$ cat src/rtl/rst_seq_pkg.sv
package rst_seq_pkg;

  typedef enum logic [1:0] {
    SQ_WAIT_PIN = 2'd0,
    SQ_COUNT    = 2'd1,
    SQ_RUN      = 2'd2
  } seq_state_t;

  // True when the current count is the final qualifying cycle of the window.
  function automatic logic qual_last(input int unsigned cnt, input int unsigned win);
    return cnt == win - 1;
  endfunction

  // Counter width needed to hold 0 .. win-1.
  function automatic int unsigned cnt_width(input int unsigned win);
    return (win > 2) ? $clog2(win) : 1;
  endfunction

endpackage

$ cat src/rtl/rst_seq_sync.sv
module rst_seq_sync #(
  parameter int unsigned STAGES = 2
) (
  input  logic clk,
  input  logic arst_n,
  input  logic d,
  output logic q
);

  logic [STAGES-1:0] sh_q;

  generate
    if (STAGES == 1) begin : g_one
      always_ff @(posedge clk or negedge arst_n) begin
        if (!arst_n) sh_q <= '0;
        else         sh_q <= d;
      end
    end else begin : g_chain
      always_ff @(posedge clk or negedge arst_n) begin
        if (!arst_n) sh_q <= '0;
        else         sh_q <= {sh_q[STAGES-2:0], d};
      end
    end
  endgenerate

  assign q = sh_q[STAGES-1];

endmodule

$ cat src/rtl/rst_seq_qual.sv
module rst_seq_qual
  import rst_seq_pkg::*;
#(
  parameter int unsigned LOCK_CYCLES = 4096
) (
  input  logic       clk,
  input  logic       arst_n,
  input  logic       pin_ok,
  input  logic       lock_ok,
  output seq_state_t state_o,
  output logic       released_o,
  output logic       release_evt_o
);

  localparam int unsigned CNT_W = cnt_width(LOCK_CYCLES);

  seq_state_t       st_q, st_d;
  logic [CNT_W-1:0] cnt_q, cnt_d;
  logic             rel_q;

  always_comb begin
    st_d          = st_q;
    cnt_d         = cnt_q;
    release_evt_o = 1'b0;
    if (!pin_ok) begin
      st_d  = SQ_WAIT_PIN;
      cnt_d = '0;
    end else if (!lock_ok) begin
      st_d  = SQ_COUNT;
      cnt_d = '0;
    end else if (st_q == SQ_RUN) begin
      st_d  = SQ_RUN;
      cnt_d = '0;
    end else if (qual_last(32'(cnt_q), LOCK_CYCLES)) begin
      st_d          = SQ_RUN;
      cnt_d         = '0;
      release_evt_o = 1'b1;
    end else begin
      st_d  = SQ_COUNT;
      cnt_d = cnt_q + 1'b1;
    end
  end

  always_ff @(posedge clk or negedge arst_n) begin
    if (!arst_n) begin
      st_q  <= SQ_WAIT_PIN;
      cnt_q <= '0;
      rel_q <= 1'b0;
    end else begin
      st_q  <= st_d;
      cnt_q <= cnt_d;
      rel_q <= (st_d == SQ_RUN);
    end
  end

  assign state_o    = st_q;
  assign released_o = rel_q;

endmodule

$ cat src/rtl/rst_seq_outs.sv
module rst_seq_outs #(
  parameter int unsigned          NUM_PORTS   = 4,
  parameter int unsigned          PORT_W      = 8,
  parameter int unsigned          PC_W        = 16,
  parameter logic [NUM_PORTS-1:0] PRESET_MASK = 4'b1010,
  parameter logic [PC_W-1:0]      RESET_VEC   = '0
) (
  input  logic                 clk,
  input  logic                 arst_n,
  input  logic                 released,
  input  logic                 release_evt,
  output logic [NUM_PORTS-1:0] port_in_mode,
  output logic [NUM_PORTS-1:0] port_latch_set,
  output logic [PORT_W-1:0]    port_latch_val,
  output logic                 pc_load,
  output logic [PC_W-1:0]      pc_value
);

  logic pc_load_q;

  generate
    for (genvar i = 0; i < NUM_PORTS; i++) begin : g_port
      assign port_in_mode[i] = ~released;
      if (PRESET_MASK[i]) begin : g_pre
        assign port_latch_set[i] = ~released;
      end else begin : g_keep
        assign port_latch_set[i] = 1'b0;
      end
    end
  endgenerate

  always_ff @(posedge clk or negedge arst_n) begin
    if (!arst_n) pc_load_q <= 1'b0;
    else         pc_load_q <= release_evt;
  end

  assign port_latch_val = '1;
  assign pc_load        = pc_load_q;
  assign pc_value       = RESET_VEC;

endmodule

$ cat src/rtl/rst_seq.sv
module rst_seq
  import rst_seq_pkg::*;
#(
  parameter int unsigned          LOCK_CYCLES = 4096,
  parameter int unsigned          SYNC_STAGES = 2,
  parameter int unsigned          NUM_PORTS   = 4,
  parameter int unsigned          PORT_W      = 8,
  parameter int unsigned          PC_W        = 16,
  parameter logic [NUM_PORTS-1:0] PRESET_MASK = 4'b1010
) (
  input  logic                 clk,
  input  logic                 ext_rst_n,
  input  logic                 pll_lock,
  output logic                 sys_rst_n,
  output logic [1:0]           seq_state,
  output logic [NUM_PORTS-1:0] port_in_mode,
  output logic [NUM_PORTS-1:0] port_latch_set,
  output logic [PORT_W-1:0]    port_latch_val,
  output logic                 pc_load,
  output logic [PC_W-1:0]      pc_value
);

  // Named internal events, visible to the bound checker.
  logic       pin_ok;
  logic       lock_ok;
  logic       released;
  logic       release_evt;
  seq_state_t state;

  rst_seq_sync #(.STAGES(SYNC_STAGES)) u_pin_sync (
    .clk    (clk),
    .arst_n (ext_rst_n),
    .d      (1'b1),
    .q      (pin_ok)
  );

  rst_seq_sync #(.STAGES(SYNC_STAGES)) u_lock_sync (
    .clk    (clk),
    .arst_n (ext_rst_n),
    .d      (pll_lock),
    .q      (lock_ok)
  );

  rst_seq_qual #(.LOCK_CYCLES(LOCK_CYCLES)) u_qual (
    .clk           (clk),
    .arst_n        (ext_rst_n),
    .pin_ok        (pin_ok),
    .lock_ok       (lock_ok),
    .state_o       (state),
    .released_o    (released),
    .release_evt_o (release_evt)
  );

  rst_seq_outs #(
    .NUM_PORTS   (NUM_PORTS),
    .PORT_W      (PORT_W),
    .PC_W        (PC_W),
    .PRESET_MASK (PRESET_MASK),
    .RESET_VEC   ('0)
  ) u_outs (
    .clk            (clk),
    .arst_n         (ext_rst_n),
    .released       (released),
    .release_evt    (release_evt),
    .port_in_mode   (port_in_mode),
    .port_latch_set (port_latch_set),
    .port_latch_val (port_latch_val),
    .pc_load        (pc_load),
    .pc_value       (pc_value)
  );

  assign sys_rst_n = released;
  assign seq_state = state;

endmodule

$ cat config.mk
export PLATFORM = sky130hd
export DESIGN_NAME = rst_seq
export DESIGN_NICKNAME = d
export VERILOG_FILES = /design/src/rtl/rst_seq_pkg.sv /design/src/rtl/rst_seq_sync.sv /design/src/rtl/rst_seq_qual.sv /design/src/rtl/rst_seq_outs.sv /design/src/rtl/rst_seq.sv
export SDC_FILE = /design/constraint.sdc
export NUM_CORES = 1
export LEC_CHECK = 0
export ABC_CLOCK_PERIOD_IN_PS = 1500
export BUFFER_PORTS_ARGS = -buffer_cell sky130_fd_sc_hd__clkbuf_2
export CAP_MARGIN = 40
export CORE_MARGIN = 2
export CORE_UTILIZATION = 44
export DETAILED_ROUTE_END_ITERATION = 10
export PLACE_DENSITY = 0.82
export SYNTH_ARGS = -nofsm -noshare
export SYNTH_HDL_FRONTEND = slang
export SYNTH_SLANG_ARGS = --single-unit
$ cat constraint.sdc
create_clock -name clk -period 1.5 [get_ports clk]
set_clock_uncertainty 0.15 [all_clocks]
set_input_delay 0.3 -clock clk [delete_from_list [all_inputs] [get_ports clk]]
set_output_delay 0.3 -clock clk [all_outputs]
set_load 0.02 [all_outputs]
# Word level (Yosys, flattened, before mapping)
# Index checks and enable logic that the tools add are counted.
# classes
add_sub_neg	1
eq_ne	3
n_mux	12
bitwise_logic	1
# op_table
operator	count
$mux W12	4
$add A12 B1 Y12 const B	1
$eq A12 B12 Y1 const B	1
$mux W2	4
$eq A2 B2 Y1 const B	2
$mux W1	4
$not A1 Y1	1
# totals
register_bits	20
output_inout_bits	36
elab_cells	23

# Longest topological paths before layout
# Gate-level depths: netlist of the first run.
# depth
word_depth	6
mapped_depth	5
ltp_nobuf	4

# Cells and area by module
# Synthesis of the first run repeated with hierarchy kept, for this count alone.
# hier_totals
cells_unflattened	110
area_unflattened_um2	1127.3
# by_module_without_submodules
module	n_inst	cells_each	area_per_inst_um2	seq_area_each_um2
rst_seq_qual	1	70	754.5	375.4
rst_seq_outs	1	35	269.0	25.0
rst_seq_sync	2	2	50.0	50.0
rst_seq	1	1	3.8	0.0

# Worst setup path before layout of the first run
# No wires, ideal clock.
# synth_path
path_type	reg2reg
startpoint	register u_qual.cnt_q[0]
endpoint	register u_qual.st_q[0] (netlist: u_qual.state_o[0])
t_arrival_ps	1347
slack_ps	-123
stages_incl_launch_ff	6
path_buffers	1
cell_sequence	dfrtp_1 ha_1 nand4_2 nor4_4 buf_4 o22ai_1
# synth_between
elab_chain_cells	5
# synth_lines
element	line	rtl
start, declared	rst_seq_qual.sv:18	logic [CNT_W-1:0] cnt_q, cnt_d;
start signal, assigned	rst_seq_qual.sv:51	cnt_q <= cnt_d;
$eq A12 B12 Y1	rst_seq_pkg.sv:11	return cnt == win - 1;
$mux W2	rst_seq_qual.sv:34	end else if (qual_last(32'(cnt_q), LOCK_CYCLES)) begin
$mux W2	rst_seq_qual.sv:31	end else if (st_q == SQ_RUN) begin
$mux W2	rst_seq_qual.sv:28	end else if (!lock_ok) begin
$mux W2	rst_seq_qual.sv:25	if (!pin_ok) begin
via u_qual.st_d[0]	rst_seq_qual.sv:17	seq_state_t st_q, st_d;
end signal, assigned	rst_seq_qual.sv:50	st_q <= st_d;
end, declared	rst_seq_qual.sv:17	
# The timed path passes the listed nets, and every way through them passes these cells.

# Worst setup path in the final report of the first run
# layout_path
startpoint	register u_qual.cnt_q[6]
endpoint	register u_qual.cnt_q[11]
# layout_between
elab_chain_cells	5
word_cells_on_any_way	6
# layout_lines
element	line
$add A12 B1 Y12 or $eq A12 B12 Y1 (tied branches)	rst_seq_qual.sv:40, rst_seq_pkg.sv:11
$mux W12 *	rst_seq_qual.sv:34
$mux W12 *	rst_seq_qual.sv:31
$mux W12 *	rst_seq_qual.sv:28
$mux W12 *	rst_seq_qual.sv:25
via u_qual.cnt_d[11]	rst_seq_qual.sv:18
# The timed path passes the listed nets; every way through them passes the cells marked *.

==> impl_metrics.yaml, run 1 <==
run_status:
  status: "finished, violations left"
  violations: "negative setup slack"
final_layout:
  multiInputGateArea_sq_um: 562
  n_antenna_cell: 0
  layout.nets: 150
  area_growth_pct: 29.2
  fillCellCount: 206
  layout-drive-gt1-share_pct: 46.9
  seq_area_sq_um: 505
  fin_cells: 175
global_route:
  grt_use_total_pct: 15.6
  grt_max_degree: 21
  grt-ovfl-total: 0
  grt_pass1_wl_um: 3340
  first_global_vias: 779
  antenna_found_initial: 0
drt:
  m1WireLength_um: 874
  drtIter0Drc: 10
  dr_wl_met3_um: 69
  vias: 824
  wl_per_cell_um: 13.0
  drcViolationCount: 0
  met2_length_um: 1300
  via_per_inst: 4.71
  topRoutingLayerUsed: "met4"
  drtPass1Iterations: 4
  wirelength_um: 2270
  ant_nets: 0
timing:
  rsz0062_at_grt: "yes"
  fmax_mhz: 603
  slew_viol_final: 0
  final-hold-violation-count: 0
  min_period_ns: 1.66
  min_period_over_period_pct: 110
  setup_viol: 15
  setup_slack_ns: -0.157
floorplanning:
  num_rows: 18
  start_util_pct: 45.9
  dieArea_sq_um: 2980
  placeableCoreArea_sq_um: 2450
  io_pins: 39
  die_w_um: 54.6
  die_y_um: 54.6
worst_setup_path:
  worstSetupStartpointType: "register"
  cp.required_ns: 1.56
  cp_data_arrival_time_ns: 1.72
  critical_path.slowest_cell: "or4_4"
  path_class: "reg2reg"
  path_cells: "nand4_1 -> or4_4 -> a211oi_2"
  cp-end-kind: "register"
  critPathMaxFanout: 4
  max_stage_delay_ns: 0.56
synth:
  yosysTopAreaCell: "dfrtp_1"
  ys.flop_type: "dfrtp_1"
  synth.area.top_cells: "dfrtp_1 44%, buf_4 21%, nand3_1 2.7%"
  ys_seq_elements: 20
  yosysSeqAreaShare_pct: 44.4
  synth_top_area_share_pct: 44.4
  synth_most_common_cell: "buf_4"
  ys_top_cells_by_count: "32 x buf_4, 20 x dfrtp_1, 6 x nand3_1"
  synth_enable_flop_cells: 0
  synthArstFlopShare_pct: 100
  synth_cells: 109
  yosys_warnings: 0
  synth_area_sq_um: 1130
  synth.distinct_cells: 27
  syn_area_per_cell_sq_um: 10.3
power:
  p_per_area_nw_per_um2: 754
  p_total_w: 0.00110
  p_leak_nw: 0.716
  vdd_ir_drop_max_mv: 0.780
clock_tree:
  root_buffer: "clkbuf_4"
  cts_sinks: 20
  clk_pin_slew_worst_paths_ns: 0.11
  clockBufferDepth: 2
  cts-htree-levels: 1
  clkLatencyLatePin_ns: 0.30
  cts_tree: "built"
  numCtsBuffers: 3
hold_path:
  hp-class: "reg2reg"
placement:
  placed_cells: 154
  routabilityCongestion: 0.825
  hpwl_um: 1460
  io_buffers: 12
run:
  cap_viol_max_count: 0
==> power breakdown <==
group	internal, W	total, W	switching (W)
sequential	0.000549	0.000560	0.0000108
clock	0.000270	0.000438	0.000168
combinational	0.0000167	0.000100	0.0000834
total	0.000836	0.00110	0.000262
==> worst max-delay path: cells and delay by family, from the launching register on <==
| family | cells | cell delay (ns) |
|---|---|---|
| compound gates | 1 | 0.25 |
| flops | 1 | 0.42 |
| simple gates | 2 | 0.74 |
==> cell type report <==
cell class                      count  area share (%)
Clock inverter                      1            2.06
Tap cell                           30            2.58
Inverter                            5            1.29
Sequential cell                    20            34.7
Timing Repair Buffer               40            19.2
Multi-Input combinational cell     76            38.6
Clock buffer                        3            1.55
==> cells by family after synthesis <==
kind of cell	count (synthesis)	synth area share, %
other	2	0.666
buffers and inverters	38	23.3
adder cells (fa/ha/maj)	1	1.11
AND/OR/NAND/NOR	28	17.0
XOR/XNOR	3	2.33
flip-flops	20	44.4
AO/OA/AOI/OAI	17	11.2
==> repair_timing <==
action,in CTS,in global routing
setup endpoints to repair,14,21
gates cloned,0,1
gates resized for setup,9,13
pin swaps,9,8
hold buffers,2,0
buffers inserted,6,8
hold endpoints to repair,21,0
==> cell usage in the layout, fill, tap and decap left out, drive strengths merged <==
cell	n
or3	4
a21oi	2
conb	27
bufinv	1
nand2	4
nand2b	1
nor3	4
a211oi	5
xor2	2
clkbuf	14
dlygate4sd3	2
o21ai	4
o22ai	1
xnor2	1
dfrtp	20
nor3b	1
o31ai	3
nand4	3
inv	5
or4	3
buf	27
ha	1
and4	1
o211a	2
nor4	1
nand3	6
==> path summary, 6_finish.rpt <==
kind	from	end	slack [ns]	cells after the start
setup / recovery	u_qual.cnt_q[6]$_DFF_PN0_	u_qual.cnt_q[11]$_DFF_PN0_	-0.16	3
hold / removal	u_pin_sync.sh_q[0]$_DFF_PN0_	u_pin_sync.sh_q[1]$_DFF_PN0_	0.21	0
setup reg to reg	u_qual.cnt_q[6]$_DFF_PN0_	u_qual.cnt_q[11]$_DFF_PN0_	-0.16	3
hold reg to reg	u_pin_sync.sh_q[0]$_DFF_PN0_	u_pin_sync.sh_q[1]$_DFF_PN0_	0.21	0
max in group asynchronous	ext_rst_n	u_qual.cnt_q[2]$_DFF_PN0_	0.53	2
min in group asynchronous	ext_rst_n	u_qual.cnt_q[6]$_DFF_PN0_	0.32	2
==> registers in the layout, indices dropped and copies added, names as in the netlist <==
name / cells
u_pin_sync.sh_q: 2
u_qual.state_o: 2
u_qual.released_o: 1
u_outs.pc_load: 1
u_qual.cnt_q: 12
u_lock_sync.sh_q: 2
==> layer usage <==
layer | vias up | GRT usage, %
li1 | 395 | -
met1 | 403 | 17.6
met2 | 24 | 28.8
met3 | 2 | 1.91
met4 | 0 | 7.08
met5 | - | 0
==> through the flow <==
stage | setup TNS (ns) | cell area, sq um | utilization (%) | worst slack [ns] | hold slack, ns
2_1_floorplan | 0 | 1250 | - | 0.0111 | -0.146
3_3_place_gp | -0.0668 | 1180 | 48.3 | -0.0322 | 0.123
3_5_place_dp | -0.402 | 1180 | 48.3 | -0.0918 | 0.134
4_1_cts | -0.315 | 1340 | 54.4 | -0.0590 | 0.211
5_1_grt | -2.51 | 1460 | 59.3 | -0.212 | 0.216
6_report | -1.68 | 1460 | 59.3 | -0.157 | 0.211
No activity file was read; power rests on OpenSTA's default activity.
==> inputs of run 2 (changes only) <==
- ABC_CLOCK_PERIOD_IN_PS: 1500 -> 1600
- CORE_UTILIZATION: 44 -> 49
- CTS_BUF_LIST: unset -> sky130_fd_sc_hd__clkbuf_8 sky130_fd_sc_hd__clkbuf_16
- PLACE_DENSITY: 0.82 -> 0.86
- clock period: 1.5 -> 1.6 ns (I/O delays scaled with it)
==> run 2 against run 1 <==
  * The flow now finishes without violations
  * Via count shrank 0.24%
  * Clock power grew 13%
  * Count of clock-buffer cells in the layout is the same
  * Wire length shrank 13%
  * Critical path depth grew 1
  * Utilization grew 3.0 points
  * Non-clock buffer count shrank 10
  * Sequential share of layout area grew 2.5 points
  * Largest power group unchanged
  * Highest routed layer unchanged
==> impl_metrics.yaml, run 2 (same netlist as run 1, synthesis figures left out) <==
worst_setup_path:
  path_class: "reg2reg"
  path_cells: "ha_4 -> nand4_4 -> or3_1 -> a211oi_2"
  critPathMaxFanout: 5
  cp_top_family: "simple AND/OR/NAND/NOR gates"
  cp-end-kind: "register"
  cp_data_arrival_time_ns: 1.61
  max_stage_delay_ns: 0.43
  cp.required_ns: 1.62
  critical_path.slowest_cell: "dfrtp_2"
  critPathBufInv: 0
  worstSetupStartpointType: "register"
timing:
  min_period_over_period_pct: 99.2
  setup_viol: 0
  final-hold-violation-count: 0
  fin_setup_tns_ns: 0
  min_period_ns: 1.59
  fmax_mhz: 630
  fin_hold_ws_ns: 0.0125
  slew_viol_final: 0
  rsz0062_at_grt: "yes"
drt:
  wirelength_um: 1960
  drtIter0Drc: 10
  wl_per_cell_um: 12.0
  drcViolationCount: 0
  drtPass1Iterations: 4
  via_per_inst: 5.04
  vias: 822
  ant_nets: 0
floorplanning:
  io_pins: 39
  placeableCoreArea_sq_um: 2190
  num_rows: 17
  die_y_um: 52.0
  start_util_pct: 51.5
  dieArea_sq_um: 2700
  die_w_um: 52.0
clock_tree:
  cts-htree-levels: 1
  clkLatencyLatePin_ns: 0.26
  cts_tree: "built"
  root_buffer: "clkbuf_8"
  clockBufferDepth: 2
  clk_pin_slew_worst_paths_ns: 0.07
  numCtsBuffers: 3
  cts_sinks: 20
global_route:
  first_global_vias: 729
  grt_max_degree: 21
  grt-ovfl-total: 0
  grt_pass1_wl_um: 3020
  grt_use_total_pct: 15.0
  antenna_found_initial: 0
final_layout:
  fillCellCount: 177
  layout.nets: 140
  multiInputGateArea_sq_um: 532
  layout_commonest_cell: "conb_1"
  n_antenna_cell: 0
  largest_reg_flops: 12
  fin_cells: 163
  final_cell_mix: "27 x conb_1, 16 x buf_4, 14 x dfrtp_1"
  layout-drive-gt1-share_pct: 40.0
  area_growth_pct: 21.2
  final_core_util_pct: 62.4
  largest_register: "u_qual.cnt_q"
  seq_area_sq_um: 508
power:
  p_int_w: 0.000860
  p_total_w: 0.00110
  power.share.combinational_pct: 7.8
  power_frac_seq_pct: 47.5
  vdd_ir_drop_max_mv: 0.672
  power.share.clock_pct: 44.7
  p_sw_w: 0.000245
  p_leak_nw: 0.669
  switching_share_pct: 22.2
  p_per_area_nw_per_um2: 808
run:
  cap_viol_max_count: 0
placement:
  placed_cells: 153
  routabilityCongestion: 0.790
  io_buffers: 12
  hpwl_um: 1380
hold_path:
  hp-class: "in2reg"
run_status:
  status: "completed"
-- run 2: final timing paths --
check | startpoint | end | slack (ns) | depth (start not counted)
min in group asynchronous | ext_rst_n | u_qual.cnt_q[6]$_DFF_PN0_ | 0.40 | 2
setup reg to reg | u_qual.cnt_q[0]$_DFF_PN0_ | u_qual.cnt_q[8]$_DFF_PN0_ | 0.01 | 4
setup / recovery | u_qual.cnt_q[0]$_DFF_PN0_ | u_qual.cnt_q[8]$_DFF_PN0_ | 0.01 | 4
hold reg to reg | u_pin_sync.sh_q[0]$_DFF_PN0_ | u_pin_sync.sh_q[1]$_DFF_PN0_ | 0.20 | 0
max in group asynchronous | ext_rst_n | u_qual.cnt_q[7]$_DFF_PN0_ | 0.55 | 2
hold / removal | pll_lock | u_lock_sync.sh_q[0]$_DFF_PN0_ | 0.01 | 1
-- run 2: area by class of cell --
class / instances / area share (%)
Timing Repair Buffer: 30 / 14.7
Sequential cell: 20 / 37.2
Clock inverter: 1 / 2.20
Clock buffer: 3 / 3.02
Tap cell: 28 / 2.56
Inverter: 5 / 1.37
Multi-Input combinational cell: 76 / 38.9
-- run 2: per-stage QoR --
stage                     setup WS, ns  cell area (sq um)
final                           0.0130               1370
after global routing           -0.0579               1370
after CTS                    -0.000850               1290
after detailed placement       -0.0218               1160
after global placement          0.0381               1160
after floorplan                 0.0202               1220
-- run 2: what timing repair did --
item | in CTS | in global routing
pin swaps | 2 | 6
resized for setup | 3 | 17
hold buffers | 1 | 0
setup endpoints to repair | 5 | 11
buffers inserted | 3 | 2
hold endpoints to repair | 20 | 0
-- run 2: metal layers --
metal  wire (um)  share of wire (%)  track usage [%]
met5           0                  0                0
met4          40                2.0             6.14
met3         117                6.0             1.72
met2        1030                 52             27.0
met1         776                 40             17.9
-- run 2: power by group through the flow --
stage	Combinational (W)	Sequential, W	Clock [W]
after floorplan	0.000112	0.000532	0
after global placement	0.0000816	0.000530	0
after detailed placement	0.0000825	0.000531	0
after CTS	0.0000849	0.000521	0.000502
after global routing	0.0000965	0.000525	0.000518
final	0.0000865	0.000524	0.000494
==> inputs of run 3 (changes only) <==
- ABC_CLOCK_PERIOD_IN_PS: 1600 -> 1800
- CORE_MARGIN: 2 -> 1
- clock period: 1.6 -> 1.8 ns (I/O delays scaled with it)
==> run 3 against run 2 <==
  * Final cell count is 9.2% lower
  * Critical endpoint is now u_qual.cnt_q[10]$_DFF_PN0_
  * Global-route usage fell by 1.5 points
  * Sequential power shrank 12%
==> impl_metrics.yaml, run 3 (same netlist as run 1, synthesis figures left out) <==
drt:
  drtPass1Iterations: 4
  via_per_inst: 5.07
  wl_per_cell_um: 10.5
  drtIter0Drc: 17
  vias: 750
  ant_nets: 0
  wirelength_um: 1550
  drcViolationCount: 0
run:
  cap_viol_max_count: 0
timing:
  setup_viol: 0
  slew_viol_final: 0
  fin_setup_tns_ns: 0
  min_period_over_period_pct: 94.0
  tightest_slew_ns: 0.515
  slew_headroom_pct: 65.6
  fin_hold_ws_ns: 0.0577
  min_period_ns: 1.69
  final-hold-violation-count: 0
  rsz0062_at_grt: "no"
  fmax_mhz: 591
final_layout:
  area_growth_pct: 4.44
  largest_reg_flops: 12
  layout.nets: 125
  layout_commonest_cell: "conb_1"
  largest_register: "u_qual.cnt_q"
  design_area_sq_um: 1180
  fin_cells: 148
  layout-drive-gt1-share_pct: 20.0
  final_cell_mix: "27 x conb_1, 20 x dfrtp_1, 12 x clkbuf_2"
  n_antenna_cell: 0
placement:
  placed_cells: 143
  hpwl_um: 1170
  routabilityCongestion: 0.779
  io_buffers: 12
  postPlaceCellArea_sq_um: 1090
clock_tree:
  clk_pin_slew_worst_paths_ns: 0.07
  numCtsBuffers: 3
  root_buffer: "clkbuf_8"
  clkLatencyLatePin_ns: 0.25
  cts-htree-levels: 1
  cts_setup_buffers: 0
  clockBufferDepth: 2
  cts_tree: "built"
  cts_sinks: 20
worst_setup_path:
  critPathMaxFanout: 7
  critical_path.slowest_cell: "or4_1"
  critPathBufInv: 0
  cp-end-kind: "register"
  worstSetupStartpointType: "register"
  path_cells: "ha_1 -> nand4_4 -> or4_1 -> a21oi_1"
  cp_top_family: "simple AND/OR/NAND/NOR gates"
  cp.required_ns: 1.82
  path_class: "reg2reg"
  cp_data_arrival_time_ns: 1.71
  max_stage_delay_ns: 0.49
power:
  p_per_area_nw_per_um2: 830
  p_sw_w: 0.000216
  power_frac_seq_pct: 47.4
  p_leak_nw: 0.592
  vdd_ir_drop_max_mv: 0.656
  power.share.clock_pct: 45.1
  power.share.combinational_pct: 7.5
  p_int_w: 0.000761
  switching_share_pct: 22.1
floorplanning:
  io_pins: 39
  die_y_um: 50.0
  die_w_um: 50.0
  placeableCoreArea_sq_um: 2190
  dieArea_sq_um: 2500
  start_util_pct: 51.5
  num_rows: 17
global_route:
  first_global_vias: 656
  grt_use_total_pct: 13.5
  grtUsageMet3_pct: 2.16
  antenna_found_initial: 0
  grt_pass1_wl_um: 2630
  grt-ovfl-total: 0
  grt_util_met2_pct: 23.9
  grt_max_degree: 21
  met1_usage_pct: 16.5
  busiest_layer: "met2"
run_status:
  status: "completed"
hold_path:
  hp-class: "in2reg"
run 3: cell count changes in the layout (fill, tap and decap cells not counted), moves of 2 or more:
cell      before  now
a211oi_1       1    3
or4_1          0    2
dfrtp_2        6    0
a211oi_2       4    2
buf_4         16    2
dfrtp_1       14   20
or4_4          3    1
run 3: metrics by stage:
step	power [W]	setup slack (ns)	util (%)
6_report	0.000977	0.108	53.7
5_1_grt	0.00101	0.0194	53.7
4_1_cts	0.000985	0.0798	53.3
3_5_place_dp	0.000543	0.0997	49.6
3_3_place_gp	0.000541	0.168	49.6
2_1_floorplan	0.000572	0.177	-
run 3: area by class of cell:
| cell class | count | area [sq um] |
|---|---|---|
| sequential | 20 | 500 |
| tap | 28 | 35.0 |
| inverter | 5 | 18.8 |
| clock buffer | 3 | 41.3 |
| timing repair buffer | 15 | 85.1 |
| clock inverter | 1 | 30.0 |
| multi-input combinational | 76 | 467 |
| fill | 200 | 1010 |
run 3: path summary, 6_finish.rpt:
kind,startpoint,slack [ns],depth (start not counted),end
worst max register to register,u_qual.cnt_q[0]$_DFF_PN0_,0.11,4,u_qual.cnt_q[10]$_DFF_PN0_
worst min register to register,u_pin_sync.sh_q[0]$_DFF_PN0_,0.20,0,u_pin_sync.sh_q[1]$_DFF_PN0_
worst min-delay path,pll_lock,0.06,1,u_lock_sync.sh_q[0]$_DFF_PN0_
min in group asynchronous,ext_rst_n,0.44,2,u_qual.cnt_q[1]$_DFF_PN0_
worst max-delay path,u_qual.cnt_q[0]$_DFF_PN0_,0.11,4,u_qual.cnt_q[10]$_DFF_PN0_
max in group asynchronous,ext_rst_n,0.73,2,u_qual.state_o[0]$_DFF_PN0_
run 3: power by group through the flow:
stage / clock network, W / registers [W] / logic [W]
2_1_floorplan: 0 / 0.000473 / 0.0000992
3_3_place_gp: 0 / 0.000471 / 0.0000701
3_5_place_dp: 0 / 0.000472 / 0.0000710
4_1_cts: 0.000449 / 0.000463 / 0.0000727
5_1_grt: 0.000467 / 0.000464 / 0.0000814
6_report: 0.000441 / 0.000463 / 0.0000729
run 3: repair_timing:
action	4_1_cts	5_1_grt
setup endpoints to repair	0	1
hold buffers	1	0
gates resized for setup	0	1
endpoints found under the hold margin	20	0
run 3: layer usage:
metal  routed length, um  part of all wire, %  vias to the layer above
met5                   0                    0                        -
met4                   0                    0                        0
met3                  86                  5.5                        0
met2                 770                   50                       36
met1                 696                   45                      367
li1                    -                    -                      347
